`config.mk`:
```
export PLATFORM = sky130hd
export DESIGN_NAME = dpa_contention_arb
export DESIGN_NICKNAME = d
export VERILOG_FILES = /design/src/rtl/dpa_pkg.sv /design/src/rtl/dpa_access_track.sv /design/src/rtl/dpa_arb_fsm.sv /design/src/rtl/dpa_write_gate.sv /design/src/rtl/dpa_contention_arb.sv
export SDC_FILE = /design/constraint.sdc
export NUM_CORES = 1
export LEC_CHECK = 0
export ABC_AREA = 1
export BUFFER_PORTS_ARGS = -buffer_cell sky130_fd_sc_hd__buf_2
export CORE_MARGIN = 2
export CORE_UTILIZATION = 42
export DETAILED_ROUTE_END_ITERATION = 6
export PLACE_DENSITY = 0.71
export SLEW_MARGIN = 20
export SYNTH_ARGS = -nofsm -noshare
export SYNTH_HDL_FRONTEND = slang
export SYNTH_SLANG_ARGS = --single-unit
```
`constraint.sdc`:
```
create_clock -name clk -period 1 [get_ports clk]
set_input_delay 0.3 -clock clk [delete_from_list [all_inputs] [get_ports clk]]
set_output_delay 0.3 -clock clk [all_outputs]
set_load 0.005 [all_outputs]
```
`src/rtl/dpa_pkg.sv`:
```
package dpa_pkg;

    typedef enum logic [1:0] {
        ST_SLAVE      = 2'd0,
        ST_OPEN       = 2'd1,
        ST_LEFT_HOLD  = 2'd2,
        ST_RIGHT_HOLD = 2'd3
    } arb_state_e;

    localparam int unsigned PORT_LEFT  = 0;
    localparam int unsigned PORT_RIGHT = 1;
    localparam int unsigned NUM_PORTS  = 2;

endpackage

```
`src/rtl/dpa_access_track.sv`:
```
// Flags the cycle in which a port starts a new access.
module dpa_access_track #(
    parameter int unsigned AW = 4
) (
    input  logic          clk,
    input  logic          rst_n,
    input  logic          en,
    input  logic [AW-1:0] addr,
    output logic          fresh
);

    logic          en_q;
    logic [AW-1:0] addr_q;

    always_ff @(posedge clk or negedge rst_n) begin
        if (!rst_n) begin
            en_q   <= 1'b0;
            addr_q <= '0;
        end else begin
            en_q   <= en;
            addr_q <= addr;
        end
    end

    // A start is an enable edge or an address move under enable.
    always_comb begin
        fresh = en && (!en_q || (addr != addr_q));
    end

endmodule

```
`src/rtl/dpa_arb_fsm.sv`:
```
module dpa_arb_fsm
    import dpa_pkg::*;
#(
    parameter bit TIE_LEFT = 1'b1
) (
    input  logic       clk,
    input  logic       rst_n,
    input  logic       master,
    input  logic       match,
    input  logic       l_fresh,
    input  logic       r_fresh,
    output arb_state_e state,
    output logic       l_busy_n,
    output logic       r_busy_n
);

    arb_state_e state_q;
    arb_state_e state_d;
    arb_state_e tie_pick;
    arb_state_e decided;

    // The tie winner is fixed when the design is built.
    generate
        if (TIE_LEFT) begin : g_tie_left
            assign tie_pick = ST_LEFT_HOLD;
        end else begin : g_tie_right
            assign tie_pick = ST_RIGHT_HOLD;
        end
    endgenerate

    // Arrival rule: the port that did not restart this cycle came first.
    always_comb begin
        if (l_fresh && !r_fresh) begin
            decided = ST_RIGHT_HOLD;
        end else if (r_fresh && !l_fresh) begin
            decided = ST_LEFT_HOLD;
        end else begin
            decided = tie_pick;
        end
    end

    always_comb begin
        state_d = state_q;
        if (!master) begin
            state_d = ST_SLAVE;                       // to_slave
        end else begin
            unique case (state_q)
                ST_SLAVE, ST_OPEN: begin
                    state_d = match ? decided : ST_OPEN;  // claim
                end
                ST_LEFT_HOLD: begin
                    if (!match) begin
                        state_d = ST_OPEN;            // release
                    end else if (l_fresh) begin
                        state_d = decided;            // rearbitrate
                    end else begin
                        state_d = ST_LEFT_HOLD;       // keep
                    end
                end
                ST_RIGHT_HOLD: begin
                    if (!match) begin
                        state_d = ST_OPEN;            // release
                    end else if (r_fresh) begin
                        state_d = decided;            // rearbitrate
                    end else begin
                        state_d = ST_RIGHT_HOLD;      // keep
                    end
                end
                default: state_d = ST_OPEN;
            endcase
        end
    end

    always_ff @(posedge clk or negedge rst_n) begin
        if (!rst_n) begin
            state_q <= ST_OPEN;
        end else begin
            state_q <= state_d;
        end
    end

    always_comb begin
        state    = state_q;
        l_busy_n = 1'b1;
        r_busy_n = 1'b1;
        unique case (state_q)
            ST_LEFT_HOLD:  r_busy_n = 1'b0;
            ST_RIGHT_HOLD: l_busy_n = 1'b0;
            ST_SLAVE, ST_OPEN: begin
                l_busy_n = 1'b1;
                r_busy_n = 1'b1;
            end
            default: begin
                l_busy_n = 1'b1;
                r_busy_n = 1'b1;
            end
        endcase
    end

endmodule

```
`src/rtl/dpa_write_gate.sv`:
```
// Lets a write through only when the port is not held off.
module dpa_write_gate (
    input  logic master,
    input  logic en,
    input  logic wr,
    input  logic own_busy_n,
    input  logic ext_busy_n,
    output logic wr_ok
);

    logic busy_eff_n;

    always_comb begin
        busy_eff_n = master ? own_busy_n : ext_busy_n;
        wr_ok      = en && wr && busy_eff_n;
    end

endmodule

```
`src/rtl/dpa_contention_arb.sv`:
```
module dpa_contention_arb
    import dpa_pkg::*;
#(
    parameter int unsigned AW       = 4,
    parameter bit          TIE_LEFT = 1'b1
) (
    input  logic          clk,
    input  logic          rst_n,
    input  logic          ms_sel,
    input  logic          l_en,
    input  logic          l_wr,
    input  logic [AW-1:0] l_addr,
    input  logic          l_busy_in_n,
    output logic          l_busy_out_n,
    output logic          l_wr_ok,
    input  logic          r_en,
    input  logic          r_wr,
    input  logic [AW-1:0] r_addr,
    input  logic          r_busy_in_n,
    output logic          r_busy_out_n,
    output logic          r_wr_ok
);

    logic [NUM_PORTS-1:0] en_v;
    logic [NUM_PORTS-1:0] wr_v;
    logic [NUM_PORTS-1:0] ext_busy_v;
    logic [NUM_PORTS-1:0] own_busy_v;
    logic [NUM_PORTS-1:0] fresh_v;
    logic [NUM_PORTS-1:0] wr_ok_v;
    logic [AW-1:0]        addr_v [NUM_PORTS];
    logic                 match;
    arb_state_e           state;

    assign en_v[PORT_LEFT]        = l_en;
    assign en_v[PORT_RIGHT]       = r_en;
    assign wr_v[PORT_LEFT]        = l_wr;
    assign wr_v[PORT_RIGHT]       = r_wr;
    assign ext_busy_v[PORT_LEFT]  = l_busy_in_n;
    assign ext_busy_v[PORT_RIGHT] = r_busy_in_n;
    assign addr_v[PORT_LEFT]      = l_addr;
    assign addr_v[PORT_RIGHT]     = r_addr;

    assign match = en_v[PORT_LEFT] && en_v[PORT_RIGHT] &&
                   (addr_v[PORT_LEFT] == addr_v[PORT_RIGHT]);

    generate
        for (genvar g = 0; g < NUM_PORTS; g++) begin : g_port
            dpa_access_track #(.AW(AW)) u_track (
                .clk   (clk),
                .rst_n (rst_n),
                .en    (en_v[g]),
                .addr  (addr_v[g]),
                .fresh (fresh_v[g])
            );
            dpa_write_gate u_gate (
                .master     (ms_sel),
                .en         (en_v[g]),
                .wr         (wr_v[g]),
                .own_busy_n (own_busy_v[g]),
                .ext_busy_n (ext_busy_v[g]),
                .wr_ok      (wr_ok_v[g])
            );
        end
    endgenerate

    dpa_arb_fsm #(.TIE_LEFT(TIE_LEFT)) u_fsm (
        .clk      (clk),
        .rst_n    (rst_n),
        .master   (ms_sel),
        .match    (match),
        .l_fresh  (fresh_v[PORT_LEFT]),
        .r_fresh  (fresh_v[PORT_RIGHT]),
        .state    (state),
        .l_busy_n (own_busy_v[PORT_LEFT]),
        .r_busy_n (own_busy_v[PORT_RIGHT])
    );

    assign l_busy_out_n = own_busy_v[PORT_LEFT];
    assign r_busy_out_n = own_busy_v[PORT_RIGHT];
    assign l_wr_ok      = wr_ok_v[PORT_LEFT];
    assign r_wr_ok      = wr_ok_v[PORT_RIGHT];

endmodule

```
==> Word level (Yosys, flattened, before mapping) <==
Index checks and enable logic that the tools add are counted.
{ "op_classes": {"n_addsub": 0, "mul": 0, "n_div": 0, "order_cmp": 0, "n_eq_ne": 6, "n_shift": 0, "muxes": 12, "bitwise_logic": 0, "n_reduce_logical": 16} }
{ "op_table": {"columns": ["op", "count"], "rows": [
  ["2-bit two-way mux", 6],
  ["1-bit logical AND", 9],
  ["4-bit inequality test", 2],
  ["2-bit case mux with 3 select lines", 1],
  ["1-bit two-way mux", 5],
  ["2-bit equality test (second input constant)", 2],
  ["4-bit equality test", 1],
  ["1-bit logical NOT", 3],
  ["2-bit by 1-bit equality test with 1-bit output (second input constant)", 1],
  ["2-bit logical NOT", 1],
  ["1-bit logical OR", 2],
  ["2-bit OR reduction", 1]
]} }
{ "totals": {"register_bits": 12, "latchBits": 0, "ram_bits": 0, "rom_bits": 0, "inputBits": 17, "output_inout_bits": 4, "n_memories": 0} }

==> Logic depth before layout (Yosys ltp) <==
Gate-level depths: netlist of the first run.
{ "logic_depth": {"word_depth": 10, "mapped_depth": 8, "depth_no_buf": 8} }

==> Cells and area by module <==
A second synthesis of the first run with hierarchy kept.
{ "unflattened": {"hier_cells": 106, "hier_area_um2": 681.9} }
{ "by_module_without_submodules": {"columns": ["mod", "n_inst", "cells_each", "area_per_inst_um2", "seq_area_each_um2"], "rows": [
  ["dpa_access_track", 2, 28, 217.7, 125.1],
  ["dpa_arb_fsm", 1, 13, 97.6, 51.3],
  ["dpa_contention_arb", 1, 23, 91.3, 0.0],
  ["dpa_write_gate", 2, 7, 28.8, 0.0]
]} }

==> Least setup slack after synthesis of the first run <==
Ideal clock, no wire load.
{ "synth_path": {"path_kind": "reg-to-output", "from": "register u_fsm.state_q[0] (netlist: u_fsm.state[0])", "to": "output r_wr_ok", "t_arrival_ps": 737, "required_time_ps": 700, "slack_ps": -37, "stages_incl_launch_ff": 3, "path_buffers": 0, "path_cell_list": "dfstp_2 -> inv_1 -> a31oi_1"} }
{ "synth_between": {"elab_chain_cells": 4} }
{ "synth_rtl": {"columns": ["element", "line", "rtl"], "rows": [
  ["start: declaration", "dpa_arb_fsm.sv:17", "arb_state_e state_q;"],
  ["start signal: assignment", "dpa_arb_fsm.sv:78", "state_q <= state_d;"],
  ["2-bit equality test", "dpa_arb_fsm.sv:86", "unique case (state_q)"],
  ["1-bit two-way mux", "dpa_arb_fsm.sv:86", null],
  ["1-bit two-way mux", "dpa_write_gate.sv:14", "busy_eff_n = master ? own_busy_n : ext_busy_n;"],
  ["1-bit logical AND", "dpa_write_gate.sv:15", "wr_ok = en && wr && busy_eff_n;"],
  ["end: declaration", "dpa_contention_arb.sv:21", "output logic r_wr_ok"]
]} }
No other way between the ends.

==> Final worst setup path of the first run <==
Ends and elaborated chain as after synthesis.

==> results of run 1 <==
[per-layer routing]
layer | part of all wire [%] | vias up | GRT usage, %
met5 | 0 | - | 0
met4 | 0.76 | 0 | 5.625
met3 | 3.6 | 2 | 2.586
met2 | 48 | 9 | 23.08
met1 | 47 | 248 | 20.22
li1 | - | 298 | -
[through the flow]
stage	hold WS, ns	cells
final	0.1632	123
after detailed placement	0.1934	118
after global placement	0.1951	118
after floorplan	0.004409	80
after global routing	0.1558	123
after CTS	0.1581	123
[kinds of logic after synthesis]
logic type,share of synthesized area [%]
AOI/OAI and AO/OA,7.429
DFF,48.39
xor gates and xnor gates,1.406
buffers and inverters,11.44
and+or+nand+nor,31.33
[synth_stat cells]
cell      number  area share, %
inv_2          1           0.60
inv_1         17             10
nand2_4        1            1.8
nor2_2         2            2.0
nand3_2        2            3.2
a21oi_2        1            1.4
or2_1          2            2.0
xnor2_1        1            1.4
clkinv_1       1           0.60
nand3_1        2            1.6
nand2_1       28             17
a31oi_1        2            2.0
nor2_1         2            1.2
o211ai_1       2            2.4
dfrtp_1       11             44
nor3_2         1            1.6
nand4_1        1            1.0
a21oi_1        2            1.6
dfstp_2        1            4.2
[layout make-up]
cell class | count | share of cell area [%]
Tap cell | 15 | 2.297
Timing Repair Buffer | 24 | 16.23
Multi-Input combinational cell | 49 | 31.39
Inverter | 19 | 8.729
Clock buffer | 4 | 4.441
Sequential cell | 12 | 36.91
[report_power, final]
group	internal (uW)	leakage, uW	switching (uW)
Clock	221	0.0000210	167
Combinational	73.3	0.000304	92.2
Sequential	510	0.000141	12.8
Total	804	0.000466	272
[repair_timing]
action                                 CTS  global route
pin swaps                                1             0
setup endpoints to repair                5             5
resized for setup                        0             1
hold buffers                             1             0
endpoints found under the hold margin   11             0
[registers in the layout, indices dropped and copies added, names as in the netlist]
| name | cells |
|---|---|
| g_port.u_track.en_q | 2 |
| g_port.u_track.addr_q | 8 |
| u_fsm.state | 2 |
[worst paths after layout]
path                                                  start                           to  slack (ns)  cells past startpoint
worst max-delay path                         u_fsm.state[0]                      r_wr_ok       -0.41                      3
min in group asynchronous                             rst_n  g_port[0].u_track.addr_q[1]        0.43                      2
worst min register to register  g_port[1].u_track.addr_q[3]               u_fsm.state[0]        0.62                      5
worst min-delay path                              r_addr[3]  g_port[1].u_track.addr_q[3]        0.16                      1
worst max register to register               u_fsm.state[0]               u_fsm.state[0]       -0.05                      6
max in group asynchronous                             rst_n               u_fsm.state[0]        0.29                      2
==> impl_metrics.py, run 1 <==
metrics = {
    "clocking": {
        "cts_buffers": 3,
        "cts_tree": "done",
        "cts_setup_buffers": 0,
        "h-tree-depth": 1,
        "clock-sinks": 12,
        "root_buffer": "clkbuf_4",
        "cts.path.max_buffers": 2,
        "clk_pin_slew_ns": 0.08,
        "insertion_delay_ns": 0.27,
    },
    "worst_setup_path": {
        "slowest_stage": "dfstp_2",
        "max_stage_delay_ns": 0.55,
        "crit_type": "flip-flop to output pin",
        "arrival_ns": 1.11,
        "required_ns": 0.70,
        "cp-start-kind": "flip-flop",
        "worst-path-buf-inv": 2,
        "cp_cell_sequence": "inv_2, a31oi_2, buf_2",
        "worst-path-max-fanout": 3,
        "crit_path_end_kind": "output pin",
        "critPathTopFamily": "flip-flops",
    },
    "drt": {
        "dr.pass1.iters": 4,
        "drc": 0,
        "final_antenna_net_count": 0,
        "drtIter0Drc": 6,
        "routed_wl_um": 1323,
        "via_per_inst": 4.528,
        "vias": 557,
        "wl_per_cell_um": 10.76,
    },
    "pwr": {
        "finalPower_uw": 1076,
        "powerDensity_nw_per_um2": 1317,
        "ir_drop_mv": 0.6677,
        "leakage_uw": 0.0004659,
    },
    "layout": {
        "area_growth_pct": 31.12,
        "nets": 126,
        "multi_input_area_sq_um": 256.5,
        "nFillCells": 125,
        "regArea_sq_um": 301.5,
        "drive_above_1_share_pct": 35.19,
        "mostFrequentLayoutCells": "28 x nand2_1, 20 x buf_2, 16 x inv_1",
        "stdcell_area_sq_um": 817.0,
        "utilization_pct": 60.52,
        "num_antenna_cells": 0,
        "final_common_cell": "nand2_1",
    },
    "min_path": {
        "min_path_type": "input pin to flip-flop",
    },
    "global_route": {
        "globalRouteTotalUtil_pct": 14.76,
        "gr-total-overflow": 0,
        "grt_max_degree": 13,
        "grt_pass1_wl_um": 2028,
        "antenna_found_initial": 0,
        "grt_pass1_vias": 491,
    },
    "timing": {
        "min_period_ns": 1.413,
        "rsz0062_at_grt": "true",
        "fin_ws_ns": -0.4132,
        "finalCritPeriodShare_pct": 141.3,
        "setup_viol": 5,
        "finalHoldViolCount": 0,
        "maxSlewViolCount": 0,
        "setup-tns-final_ns": -1.419,
        "max_freq_ghz": 0.7076,
        "relSlewSlack_pct": 81.03,
        "worst_slew_pin_slew_ns": 0.2845,
        "skew_ns": 0.0007337,
    },
    "die": {
        "die_height_um": 42.52,
        "die_w_um": 42.52,
        "row_count": 13,
        "start_util_pct": 46.15,
        "ios": 21,
        "coreArea_sq_um": 1350,
        "dieArea_sq_um": 1808,
    },
    "synth": {
        "syn_area_per_cell_sq_um": 7.789,
        "synth_cells": 80,
        "syn_area_sq_um": 623.1,
        "syn-num-nets": 97,
        "ys_warn_count": 0,
        "yosysSeqAreaShare_pct": 48.39,
        "synth-seq-cells": 12,
        "synth_cell_types": 19,
    },
    "flow_run": {
        "maxCapViolCount": 0,
    },
    "place": {
        "gp_congestion": 0.7357,
        "placed_area_sq_um": 764.5,
        "portBuffers": 20,
        "dp_hpwl_um": 991.2,
        "pre_cts_ws_ns": -0.1172,
    },
    "run_status": {
        "status": "complete, but fails checks",
        "violations": "setup timing",
    },
}
(Power assumes the default switching activity.)
==> inputs of run 2 (changes only) <==
- CELL_PAD_IN_SITES_DETAIL_PLACEMENT: unset -> 1
- CELL_PAD_IN_SITES_GLOBAL_PLACEMENT: unset -> 1
- CORE_UTILIZATION: 42 -> 30
==> run 2 against run 1 <==
- the run still ends with setup timing left
- flip-flop and latch count stayed put
- die area is 36% higher
- clock power is 16% lower
- clock-buffer cell count stayed put
- setup slack better by 0.0083 ns
- global-route usage is 0.31 points higher
- highest routed layer unchanged
==> impl_metrics.py, run 2 (synthesis gave the netlist of run 1 again) <==
metrics = {
    "drt": {
        "wl_per_cell_um": 11.60,
        "drtIter0Drc": 5,
        "vias": 591,
        "drc": 0,
        "via_per_inst": 4.378,
        "final_antenna_net_count": 0,
        "dr.pass1.iters": 2,
        "routed_wl_um": 1566,
    },
    "timing": {
        "max_freq_ghz": 0.7118,
        "fin_ws_ns": -0.4049,
        "finalCritPeriodShare_pct": 140.5,
        "fin_hold_ws_ns": 0.1614,
        "finalHoldViolCount": 0,
        "setup-tns-final_ns": -1.510,
        "skew_ns": 0.007894,
        "worst_slew_pin_slew_ns": 0.2928,
        "min_period_ns": 1.405,
        "maxSlewViolCount": 0,
        "relSlewSlack_pct": 80.48,
        "rsz0062_at_grt": "true",
        "setup_viol": 5,
    },
    "die": {
        "die_w_um": 49.58,
        "dieArea_sq_um": 2458,
        "die_height_um": 49.58,
        "start_util_pct": 31.76,
        "ios": 21,
        "coreArea_sq_um": 1962,
        "row_count": 16,
    },
    "run_status": {
        "status": "complete, but fails checks",
        "violations": "setup timing",
    },
    "worst_setup_path": {
        "cp.depth": 3,
        "rr_worst_depth": 6,
        "max_stage_delay_ns": 0.56,
        "cp_cell_sequence": "inv_2, a31oi_1, buf_2",
        "required_ns": 0.70,
        "worst-path-buf-inv": 2,
        "crit_path_end_kind": "output pin",
        "worst-path-max-fanout": 3,
        "slowest_stage": "dfstp_2",
        "crit_type": "flip-flop to output pin",
        "cp-start-kind": "flip-flop",
        "arrival_ns": 1.10,
        "critPathTopFamily": "flip-flops",
    },
    "clocking": {
        "cts_buffers": 3,
        "cts_tree": "done",
        "cts.path.max_buffers": 2,
        "insertion_delay_ns": 0.28,
        "h-tree-depth": 1,
        "root_buffer": "clkbuf_4",
        "cts_setup_buffers": 0,
        "clock-sinks": 12,
        "clk_pin_slew_ns": 0.07,
    },
    "place": {
        "dp_hpwl_um": 1256,
        "gp_congestion": 0.6765,
        "portBuffers": 20,
    },
    "layout": {
        "largest_reg_flops": 8,
        "final_common_cell": "nand2_1",
        "drive_above_1_share_pct": 34.26,
        "area_growth_pct": 31.53,
        "num_antenna_cells": 0,
        "largest-register": "g_port.u_track.addr_q",
        "mostFrequentLayoutCells": "28 x nand2_1, 20 x buf_2, 16 x inv_1",
        "nFillCells": 280,
        "nets": 126,
    },
    "global_route": {
        "gr-total-overflow": 0,
        "globalRouteTotalUtil_pct": 15.06,
        "grt_pass1_wl_um": 2815,
        "antenna_found_initial": 0,
        "grt_max_degree": 13,
        "grt_pass1_vias": 681,
    },
    "min_path": {
        "whs_path_depth": 1,
        "min_path_type": "input pin to flip-flop",
    },
    "pwr": {
        "powerDensity_nw_per_um2": 1240,
        "finalPower_uw": 1016,
        "ir_drop_mv": 0.5086,
        "leakage_uw": 0.0004596,
    },
    "flow_run": {
        "maxCapViolCount": 0,
    },
}
==> run 2: cell types whose count changed in the layout (fill, tap and decap cells not counted) <==
cell,delta
clkbuf_1,+1
a31oi_1,+1
clkbuf_8,-1
a31oi_2,-1
a21oi_1,-1
a21oi_2,+1
==> run 2: worst paths after layout <==
kind | start | to | slack, ns
worst max-delay path | u_fsm.state[0] | r_wr_ok | -0.40
worst min register to register | g_port[1].u_track.addr_q[3] | u_fsm.state[0] | 0.65
worst min-delay path | r_addr[3] | g_port[1].u_track.addr_q[3] | 0.16
worst max register to register | u_fsm.state[0] | u_fsm.state[0] | -0.10
max in group asynchronous | rst_n | u_fsm.state[0] | 0.28
min in group asynchronous | rst_n | g_port[1].u_track.addr_q[1] | 0.43
==> run 2: timing repair <==
| item | 4_1_cts | 5_1_grt |
|---|---|---|
| pin swaps | 1 | 0 |
| hold buffers | 1 | 0 |
| endpoints found under the hold margin | 11 | 0 |
| setup endpoints to repair | 5 | 5 |
| gates resized for setup | 0 | 1 |
==> run 2: final cells by class <==
type / count / area, sq um / area share (%)
Multi-Input combinational cell: 49 / 254.0 / 30.99
Clock buffer: 4 / 26.28 / 3.206
Sequential cell: 12 / 301.5 / 36.79
Tap cell: 27 / 33.78 / 4.122
Timing Repair Buffer: 24 / 132.6 / 16.18
Inverter: 19 / 71.32 / 8.702
==> run 2: layer usage <==
| layer | part of all wire, % | up-vias | GRT usage (%) |
|---|---|---|---|
| met2 | 54 | 12 | 26.67 |
| met4 | 1.2 | 0 | 6.944 |
| met1 | 41 | 282 | 17.05 |
| li1 | - | 295 | - |
| met5 | 0 | - | 0 |
| met3 | 4.0 | 2 | 3.333 |
==> run 2: power by group <==
group | leakage (uW) | total (uW) | switching (uW) | internal (uW)
Clock | 0.0000150 | 324 | 169 | 155
Sequential | 0.000141 | 523 | 13.3 | 510
Combinational | 0.000304 | 169 | 95.8 | 73.3
Total | 0.000460 | 1020 | 278 | 738
==> run 2: per-stage QoR <==
step | area, sq um | util, % | instances | worst slack (ns)
floorplan | 623.1 | - | 80 | 0.001879
global placement | 779.5 | 39.73 | 130 | -0.09224
detailed placement | 779.5 | 39.73 | 130 | -0.1143
CTS | 815.8 | 41.58 | 135 | -0.4201
global route | 819.5 | 41.77 | 135 | -0.4512
finish | 819.5 | 41.77 | 135 | -0.4049
